[config.mk]
export PLATFORM = sky130hd
export DESIGN_NAME = fp16_uconv
export DESIGN_NICKNAME = d
export VERILOG_FILES = /design/src/rtl/hcvt_pkg.sv /design/src/rtl/hcvt_ctl_sel.sv /design/src/rtl/hcvt_unpack.sv /design/src/rtl/hcvt_align_round.sv /design/src/rtl/fp16_uconv.sv
export SDC_FILE = /design/constraint.sdc
export NUM_CORES = 1
export LEC_CHECK = 0
export ABC_CLOCK_PERIOD_IN_PS = 1800
export BUFFER_PORTS_ARGS = -buffer_cell sky130_fd_sc_hd__buf_2
export CORE_MARGIN = 2
export CORE_UTILIZATION = 42
export DETAILED_ROUTE_END_ITERATION = 6
export PLACE_DENSITY = 0.8
export SETUP_SLACK_MARGIN = 0.05
export SLEW_MARGIN = 0
export SYNTH_ARGS = -nofsm -noshare
export SYNTH_HDL_FRONTEND = slang
export SYNTH_SLANG_ARGS = --single-unit
export TNS_END_PERCENT = 20
[constraint.sdc]
create_clock -name clk_i -period 1.8 [get_ports clk_i]
set_clock_uncertainty 0.2 [all_clocks]
set_input_delay 0.18 -clock clk_i [delete_from_list [all_inputs] [get_ports clk_i]]
set_output_delay 0.18 -clock clk_i [all_outputs]
set_load 0.01 [all_outputs]
[src/rtl/hcvt_pkg.sv]
package hcvt_pkg;

   // Rounding codes; the binary values are the external encoding.
   typedef enum logic [1:0] {
      RM_NEAR = 2'b00,
      RM_DOWN = 2'b01,
      RM_UP   = 2'b10,
      RM_ZERO = 2'b11
   } rmode_e;

   typedef struct packed {
      logic sign;
      logic special;   // exponent all ones
      logic subnorm;   // exponent zero
   } hclass_t;

endpackage

[src/rtl/hcvt_ctl_sel.sv]
module hcvt_ctl_sel
   import hcvt_pkg::*;
(
   input  logic [1:0] glob_rc_i,
   input  logic [1:0] emb_rc_i,
   input  logic       emb_rnd_en_i,
   input  logic       src_is_reg_i,
   input  logic       long_mode_i,
   input  logic       wide_req_i,
   output rmode_e     rmode_o,
   output logic       wide_o
);

   logic use_emb;

   always_comb begin
      use_emb = src_is_reg_i & emb_rnd_en_i;
      rmode_o = use_emb ? rmode_e'(emb_rc_i) : rmode_e'(glob_rc_i);
      // The width request only counts in 64-bit mode.
      wide_o  = long_mode_i & wide_req_i;
   end

endmodule

[src/rtl/hcvt_unpack.sv]
module hcvt_unpack
   import hcvt_pkg::*;
#(
   parameter int EXP_W = 5,
   parameter int MAN_W = 10,
   localparam int HW   = 1 + EXP_W + MAN_W
) (
   input  logic [HW-1:0]    half_i,
   output hclass_t          cls_o,
   output logic [MAN_W:0]   sig_o,
   output logic [EXP_W-1:0] eff_exp_o
);

   logic [EXP_W-1:0] exp_f;
   logic [MAN_W-1:0] man_f;

   always_comb begin
      exp_f         = half_i[HW-2 -: EXP_W];
      man_f         = half_i[MAN_W-1:0];
      cls_o.sign    = half_i[HW-1];
      cls_o.special = &exp_f;
      cls_o.subnorm = ~|exp_f;
      // Subnormals: hidden bit clear, scale taken as exponent 1.
      sig_o         = {~cls_o.subnorm, man_f};
      eff_exp_o     = cls_o.subnorm ? EXP_W'(1) : exp_f;
   end

endmodule

[src/rtl/hcvt_align_round.sv]
module hcvt_align_round
   import hcvt_pkg::*;
#(
   parameter int EXP_W  = 5,
   parameter int MAN_W  = 10,
   localparam int BIAS   = (1 << (EXP_W - 1)) - 1,
   localparam int FRAC_W = BIAS + MAN_W - 1,
   localparam int MAX_SH = (1 << EXP_W) - 3,
   localparam int FX_W   = MAN_W + 1 + MAX_SH,
   localparam int INT_W  = FX_W - FRAC_W,
   localparam int MAG_W  = INT_W + 1
) (
   input  logic [MAN_W:0]   sig_i,
   input  logic [EXP_W-1:0] eff_exp_i,
   input  logic             sign_i,
   input  rmode_e           rmode_i,
   output logic [MAG_W-1:0] mag_o,
   output logic             inexact_o
);

   logic [FX_W-1:0]  fx;
   logic [INT_W-1:0] ipart;
   logic             rbit;
   logic             sticky;
   logic             inc;

   // Fixed point with FRAC_W fraction bits: value = sig * 2^(eff_exp-1-FRAC_W)
   always_comb begin
      fx        = FX_W'(sig_i) << (eff_exp_i - EXP_W'(1));
      ipart     = fx[FX_W-1:FRAC_W];
      rbit      = fx[FRAC_W-1];
      sticky    = |fx[FRAC_W-2:0];
      inexact_o = rbit | sticky;
      unique case (rmode_i)
         RM_NEAR: inc = rbit & (sticky | ipart[0]);
         RM_DOWN: inc = sign_i & inexact_o;
         RM_UP:   inc = ~sign_i & inexact_o;
         default: inc = 1'b0;
      endcase
      mag_o = MAG_W'(ipart) + MAG_W'(inc);
   end

endmodule

[src/rtl/fp16_uconv.sv]
module fp16_uconv
   import hcvt_pkg::*;
#(
   parameter int SRC_W    = 128,
   parameter int EXP_W    = 5,
   parameter int MAN_W    = 10,
   parameter int NARROW_W = 32,
   parameter int WIDE_W   = 64,
   parameter bit REG_OUT  = 1'b1
) (
   input  logic              clk_i,
   input  logic              rst_ni,
   input  logic [SRC_W-1:0]  src_i,
   input  logic              wide_req_i,
   input  logic              long_mode_i,
   input  logic [1:0]        glob_rc_i,
   input  logic [1:0]        emb_rc_i,
   input  logic              emb_rnd_en_i,
   input  logic              src_is_reg_i,
   input  logic              inv_mask_i,
   output logic [WIDE_W-1:0] res_o,
   output logic              inv_o,
   output logic              prec_o
);

   localparam int HW     = 1 + EXP_W + MAN_W;
   localparam int BIAS   = (1 << (EXP_W - 1)) - 1;
   localparam int FRAC_W = BIAS + MAN_W - 1;
   localparam int MAX_SH = (1 << EXP_W) - 3;
   localparam int FX_W   = MAN_W + 1 + MAX_SH;
   localparam int MAG_W  = FX_W - FRAC_W + 1;
   localparam logic [WIDE_W-1:0] ONES_W = '1;
   localparam logic [WIDE_W-1:0] ONES_N = {{(WIDE_W-NARROW_W){1'b0}}, {NARROW_W{1'b1}}};

   // Elaboration-time parameter checks
   if (SRC_W < HW) begin : g_bad_src
      $error("fp16_uconv: SRC_W smaller than the half-precision field");
   end
   if (NARROW_W >= WIDE_W) begin : g_bad_w
      $error("fp16_uconv: NARROW_W must be below WIDE_W");
   end
   if (EXP_W < 3 || MAN_W < 1) begin : g_bad_fmt
      $error("fp16_uconv: format too small");
   end
   if (MAG_W > WIDE_W) begin : g_bad_mag
      $error("fp16_uconv: magnitude wider than the wide result");
   end

   logic [HW-1:0] half;
   logic          unused_hi;
   assign half      = src_i[HW-1:0];
   assign unused_hi = ^{1'b0, src_i};

   rmode_e           rmode;
   logic             wide;
   hclass_t          cls;
   logic [MAN_W:0]   sig;
   logic [EXP_W-1:0] eff_exp;
   logic [MAG_W-1:0] mag;
   logic             inexact;

   hcvt_ctl_sel u_ctl (
      .glob_rc_i    (glob_rc_i),
      .emb_rc_i     (emb_rc_i),
      .emb_rnd_en_i (emb_rnd_en_i),
      .src_is_reg_i (src_is_reg_i),
      .long_mode_i  (long_mode_i),
      .wide_req_i   (wide_req_i),
      .rmode_o      (rmode),
      .wide_o       (wide)
   );

   hcvt_unpack #(.EXP_W(EXP_W), .MAN_W(MAN_W)) u_unpack (
      .half_i    (half),
      .cls_o     (cls),
      .sig_o     (sig),
      .eff_exp_o (eff_exp)
   );

   hcvt_align_round #(.EXP_W(EXP_W), .MAN_W(MAN_W)) u_round (
      .sig_i     (sig),
      .eff_exp_i (eff_exp),
      .sign_i    (cls.sign),
      .rmode_i   (rmode),
      .mag_o     (mag),
      .inexact_o (inexact)
   );

   // Range checks: only generated when the magnitude can exceed a width.
   logic ovf_n, ovf_w;
   if (MAG_W > NARROW_W) begin : g_ovf_n
      assign ovf_n = |mag[MAG_W-1:NARROW_W];
   end else begin : g_no_ovf_n
      assign ovf_n = 1'b0;
   end
   if (MAG_W > WIDE_W) begin : g_ovf_w
      assign ovf_w = |mag[MAG_W-1:WIDE_W];
   end else begin : g_no_ovf_w
      assign ovf_w = 1'b0;
   end

   logic [WIDE_W-1:0] res_c;
   logic              inv_c, prec_c;

   always_comb begin
      inv_c  = cls.special | (cls.sign & (|mag)) | (wide ? ovf_w : ovf_n);
      prec_c = ~inv_c & ~cls.special & inexact;
      if (inv_c)
         res_c = inv_mask_i ? (wide ? ONES_W : ONES_N) : '0;
      else
         res_c = cls.sign ? '0 : WIDE_W'(mag);
   end

   if (REG_OUT) begin : g_reg
      always_ff @(posedge clk_i or negedge rst_ni) begin
         if (!rst_ni) begin
            res_o  <= '0;
            inv_o  <= 1'b0;
            prec_o <= 1'b0;
         end else begin
            res_o  <= res_c;
            inv_o  <= inv_c;
            prec_o <= prec_c;
         end
      end
   end else begin : g_comb
      logic unused_clk;
      assign unused_clk = clk_i ^ rst_ni;
      assign res_o  = res_c;
      assign inv_o  = inv_c;
      assign prec_o = prec_c;
   end

endmodule

Word level (Yosys, flattened, before mapping)

Cells that the tools add are included.

Bits in registers: 66
Input port bits: 139
Output and inout port bits: 66
Logic and storage cells: 34

$add $sub $neg: 2
Equality and inequality tests: 2
Shift-type cells: 1
Muxes and demuxes: 7
Bitwise logic cells: 14
Reduce and logical (&&, ||, !) cells: 5

Operator list:

| cell                  | count |
|---|---|
| $mux W64              | 3 |
| $shl A11 B5 Y40       | 1 |
| $reduce_or A23 Y1     | 1 |
| $add A16 B1 Y17       | 1 |
| $mux W17              | 1 |
| $reduce_or A17 Y1     | 1 |
| $and A1 B1 Y1         | 8 |
| $mux W5               | 1 |
| $reduce_and A5 Y1     | 1 |
| $reduce_or A5 Y1      | 1 |
| $sub A5 B1 Y5 const B | 1 |
| $not A1 Y1            | 3 |
| $or A1 B1 Y1          | 3 |
| $pmux W1 S3           | 1 |
| $eq A2 B1 Y1 const B  | 1 |
| $eq A2 B2 Y1 const B  | 1 |
| $logic_not A2 Y1      | 1 |
| $mux W2               | 1 |

Logic depth before layout (Yosys ltp)

Depth after elaboration: 15
Gate-level depth with buffers: 26
Gate-level depth less buffers: 20

Cells and area by module

Synthesis repeated with hierarchy kept, for this count alone.

Cells, all modules: 327
Area total of the unflattened synthesis: 2835.2 um^2

By module, submodules not included:

| module           | times used | cells each | area each (um^2) | sequential area each (um^2) |
|---|---|---|---|---|
| hcvt_align_round | 1          | 177        | 1407.6           | 0.0 |
| fp16_uconv       | 1          | 124        | 1253.7           | 525.5 |
| hcvt_unpack      | 1          | 22         | 141.4            | 0.0 |
| hcvt_ctl_sel     | 1          | 4          | 32.5             | 0.0 |

Worst setup path after synthesis

Ideal clock, no wire load.

Path kind: input to register
Start point: input port src_i[11]
End point: register res_o[10]
Setup time: 0.118 ns
Arrival: 4.611 ns
Data required time: 1.482 ns
Slack: -3.129 ns
Stages: 24
Buffers on the path: 4
Cell sequence: buf_6 -> buf_6 -> buf_6 -> or4b_4 -> a21o_1 -> o21bai_4 -> a21oi_1 -> nor2_1 -> and4_1 -> a31oi_1 -> a21oi_1 -> o21ai_0 -> and2_1 -> ha_1 -> ha_1 -> nand2_1 -> nor3_1 -> nand4_4 -> or4_4 -> mux2_4 -> o21ai_2 -> a31oi_4 -> buf_6 -> a21o_1

Word-level cells in the longest chain between the ends: 13
Elaborated cells on any way between the ends: 18
Classes of those cells: add/sub (2); shift (1); mux (4); bitwise (7); reduce/logical (4)

Ends and longest elaborated chain:

| element                                 | RTL line                                                               | source |
|---|---|---|
| start, declared                         | fp16_uconv.sv:13                                                       | `input logic [SRC_W-1:0] src_i,` |
| $reduce_or A5 Y1                        | hcvt_unpack.sv:22                                                      | `cls_o.subnorm = ~\|exp_f;` |
| $mux W5                                 | hcvt_unpack.sv:25                                                      | `eff_exp_o = cls_o.subnorm ? EXP_W'(1) : exp_f;` |
| $sub A5 B1 Y5                           | hcvt_align_round.sv:29                                                 | `fx = FX_W'(sig_i) << (eff_exp_i - EXP_W'(1));` |
| $shl A11 B5 Y40                         | hcvt_align_round.sv:29                                                 |  |
| $reduce_or A23 Y1                       | hcvt_align_round.sv:32                                                 | `sticky = \|fx[FRAC_W-2:0];` |
| $or A1 B1 Y1, on equally long branches  | hcvt_align_round.sv:33, hcvt_align_round.sv:35                         |  |
| $and A1 B1 Y1, on equally long branches | hcvt_align_round.sv:37, hcvt_align_round.sv:35, hcvt_align_round.sv:36 |  |
| $pmux W1 S3                             | hcvt_align_round.sv:34                                                 | `unique case (rmode_i)` |
| $add A16 B1 Y17                         | hcvt_align_round.sv:40                                                 | `mag_o = MAG_W'(ipart) + MAG_W'(inc);` |
| $reduce_or A17 Y1                       | fp16_uconv.sv:106                                                      | `inv_c = cls.special \| (cls.sign & (\|mag)) \| (wide ? ovf_w : ovf_n);` |
| $and A1 B1 Y1                           | fp16_uconv.sv:106                                                      |  |
| $or A1 B1 Y1                            | fp16_uconv.sv:106                                                      |  |
| $mux W64 *                              | fp16_uconv.sv:108                                                      | `if (inv_c)` |
| named net res_c[10]                     | fp16_uconv.sv:102                                                      | `logic [WIDE_W-1:0] res_c;` |
| end signal, assigned                    | fp16_uconv.sv:121                                                      | `res_o <= res_c;` |
| end, declared                           | fp16_uconv.sv:21                                                       | `output logic [WIDE_W-1:0] res_o,` |

The timed path passes the listed nets; every way through them passes the cells marked *.

Final worst setup path

Start point: input port src_i[12]
End point: register res_o[5]

Same word-level chain as after synthesis.

==> flow_metrics.py <==
metrics = {
    "outcome": {
        "status": "finished with violations",
        "violations": "DRC, setup timing",
    },
    "setup_path": {
        "worstPathMaxFanout": 8,
        "cp.arrival_ps": 4370,
        "crit_top_cell": "nor3_4",
        "setup.worst_path.end_class": "flip-flop",
        "cp_cell_sequence": "buf_12, buf_8, nor3_4, buf_6, a221o_1, nand2_2, a21oi_4, nor2_2, and4_1, a31oi_1, a21oi_2, o21ai_1, and2_1, ha_2, ha_4, nand2_4, nor3_4, nand4_4, or4_4, mux2_4, o21ai_4, a31oi_4, clkbuf_16, a21o_1",
        "start_kind": "input port",
        "path_class": "input port to flip-flop",
        "crit_path_max_incr_delay_ps": 510,
        "crit_required_ps": 1760,
        "crit_slowest_cell": "or4_4",
    },
    "drt": {
        "dr.first_iter.drc_count": 508,
        "postRouteAntennaNets": 0,
        "drc": 8,
        "vias": 4031,
        "drt_wl_total_um": 12180,
        "dr.pass1.iters": 7,
        "vias_per_cell": 5.859,
        "wire_per_inst_um": 17.70,
    },
    "die": {
        "dieWidth_um": 90.37,
        "start_util_pct": 43.19,
        "die_y_um": 90.37,
        "design.core.area_um2": 7253,
        "die_area_um2": 8167,
        "boundaryPins": 205,
        "fp-row-count": 31,
    },
    "cts": {
        "cts-buffers-inserted": 3,
        "cts_max_path_buffers": 2,
        "htree_levels": 1,
        "clkSlewWorstSetupHoldPaths_ps": 80,
        "cts_root_buf": "clkbuf_8",
        "cts.sinks": 21,
        "cts_tree": "yes",
    },
    "synthesis": {
        "netlist_top_cells_count": "buf_4, nand2_1, nor2_1, dfrtp_1",
        "yosysUniqueCellTypes": 78,
        "synth_top_cell_by_area": "dfrtp_1",
        "ys_seq_elements": 21,
        "async_reset_ff_share_pct": 100.0,
        "synth_edf_count": 0,
        "yosysSeqAreaShare_pct": 16.77,
        "syn_avg_cell_area_um2": 7.912,
        "synth_top_area_share_pct": 16.77,
        "synthFlopType": "dfrtp_1",
        "yosysMostFrequentCell": "buf_4",
        "synthesis.area_um2": 3133,
        "yosysWarnings": 0,
        "synth_nets": 540,
        "synthCells": 396,
        "yosys-top-cells-area": "dfrtp_1, buf_4, mux2i_1, nand2_1, a21o_1",
    },
    "timing": {
        "maxSlewHeadroom_pct": 52.75,
        "rsz0062_at_grt": "true",
        "setup_slack_ps": -2616,
        "hold_viol": 0,
        "setup_viol": 21,
        "post-route-min-period_ps": 4416,
        "drv_slew": 0,
        "finalSetupTns_ps": -53240,
        "hold_slack_ps": 36.13,
        "fmax_ghz": 0.2264,
        "post-route-period-util_pct": 245.3,
        "worstMarginPinSlew_ps": 690.9,
    },
    "hold_path": {
        "worstHoldPathType": "input port to flip-flop",
    },
    "global_route": {
        "grt_max_degree": 33,
        "grtUsageTotal_pct": 27.26,
        "grt_pass1_wl_um": 18440,
        "grt_overflow_total": 0,
        "antenna_found_initial": 0,
        "grt_pass1_vias": 3776,
    },
    "power": {
        "ir_drop_mv": 0.2569,
        "power_leakage_nw": 2.506,
        "power_per_cell_area_nw_per_um2": 460.0,
    },
    "finish": {
        "final_core_util_pct": 68.85,
        "area_growth_syn_to_layout_pct": 59.38,
        "fin_cells": 688,
        "insertedDiodeCount": 0,
        "drive_gt1_share_pct": 53.82,
        "fillerInstances": 530,
        "fin_nets": 734,
    },
    "placement": {
        "dp_hpwl_um": 8962,
        "numPortBuffers": 92,
        "place_congestion": 1.002,
        "placedCellCount": 662,
        "dpl_worst_slack_ps": -3032,
    },
    "run": {
        "cap_violations": 0,
    },
}
==> repair_timing <==
action                                 CTS  global route
hold buffers                             3             0
resized for setup                       34            33
pin swaps                                7             9
gates cloned                             1             3
setup endpoints to repair               21            53
setup buffers                           11             4
endpoints found under the hold margin   22             0
==> worst paths after layout <==
path	from	endpoint	slack, ps	depth (start not counted)
hold / removal	inv_mask_i	res_o[16]	40	3
max in group asynchronous	rst_ni	res_o[31]	890	2
min in group asynchronous	rst_ni	res_o[9]	200	2
setup / recovery	src_i[12]	res_o[5]	-2620	24
==> final cells by class <==
type	count	area (um2)	area share, %
multi-input cells	293	2297	46.00
repair buffers	263	1967	39.39
flip-flops and latches	21	525.5	10.52
well taps	99	123.9	2.481
clock buffers	3	41.29	0.8269
inverters	8	33.78	0.6765
clock inverters	1	5.005	0.1002
==> cell families after synthesis <==
family | after synthesis | synth area share, %
compound gates | 125 | 30.91
flops | 21 | 16.77
fa+ha+maj | 5 | 1.997
simple gates | 135 | 24.24
buf+inv | 82 | 17.41
mux | 15 | 5.032
xor+xnor | 13 | 3.634
==> worst max-delay path, delay by kind of cell <==
| kind | cells | cell delay, ps |
|---|---|---|
| fa+ha+maj | 2 | 340 |
| compound gates | 8 | 1260 |
| simple gates | 9 | 1620 |
| mux | 1 | 320 |
| buf+inv | 4 | 620 |
==> through the flow <==
| step | power [mW] | area (um2) |
|---|---|---|
| 2_1_floorplan | 1.233 | 3189 |
| 3_3_place_gp | 1.760 | 4398 |
| 3_5_place_dp | 1.786 | 4398 |
| 4_1_cts | 2.185 | 4740 |
| 5_1_grt | 2.417 | 4994 |
| 6_report | 2.297 | 4994 |
==> state kept, by name (all words and copies together), names as in the netlist <==
register	cells
res_o	19
inv_o	1
prec_o	1
==> metal layers <==
layer | up-vias | wire length, um | global-route usage (%) | share of wire [%]
met5 | - | 0 | 0 | 0
met4 | 0 | 374 | 8.590 | 3.1
met3 | 44 | 1091 | 2.922 | 9.0
met2 | 280 | 6025 | 48.81 | 49
met1 | 1892 | 4685 | 34.26 | 38
li1 | 1815 | - | - | -
==> placed cells by master (no fill, tap or decap), drive strengths merged, types with 6 or more instances in the layout <==
| cell type | count |
|---|---|
| inv | 7 |
| a32oi | 7 |
| nor2 | 23 |
| xnor2 | 6 |
| xor2 | 7 |
| clkbuf | 6 |
| buf | 256 |
| a21oi | 17 |
| nor3 | 12 |
| nand3 | 14 |
| nand2 | 31 |
| dfrtp | 21 |
| a31oi | 8 |
| o21ai | 20 |
| a21o | 14 |
| mux2i | 12 |
| nand2b | 9 |
==> report_power, final <==
part	total, mW	internal, mW	switching (mW)
Sequential	0.543	0.521	0.0217
Clock	0.309	0.154	0.155
Combinational	1.45	0.733	0.713
No activity file was read; power rests on OpenSTA's default activity.
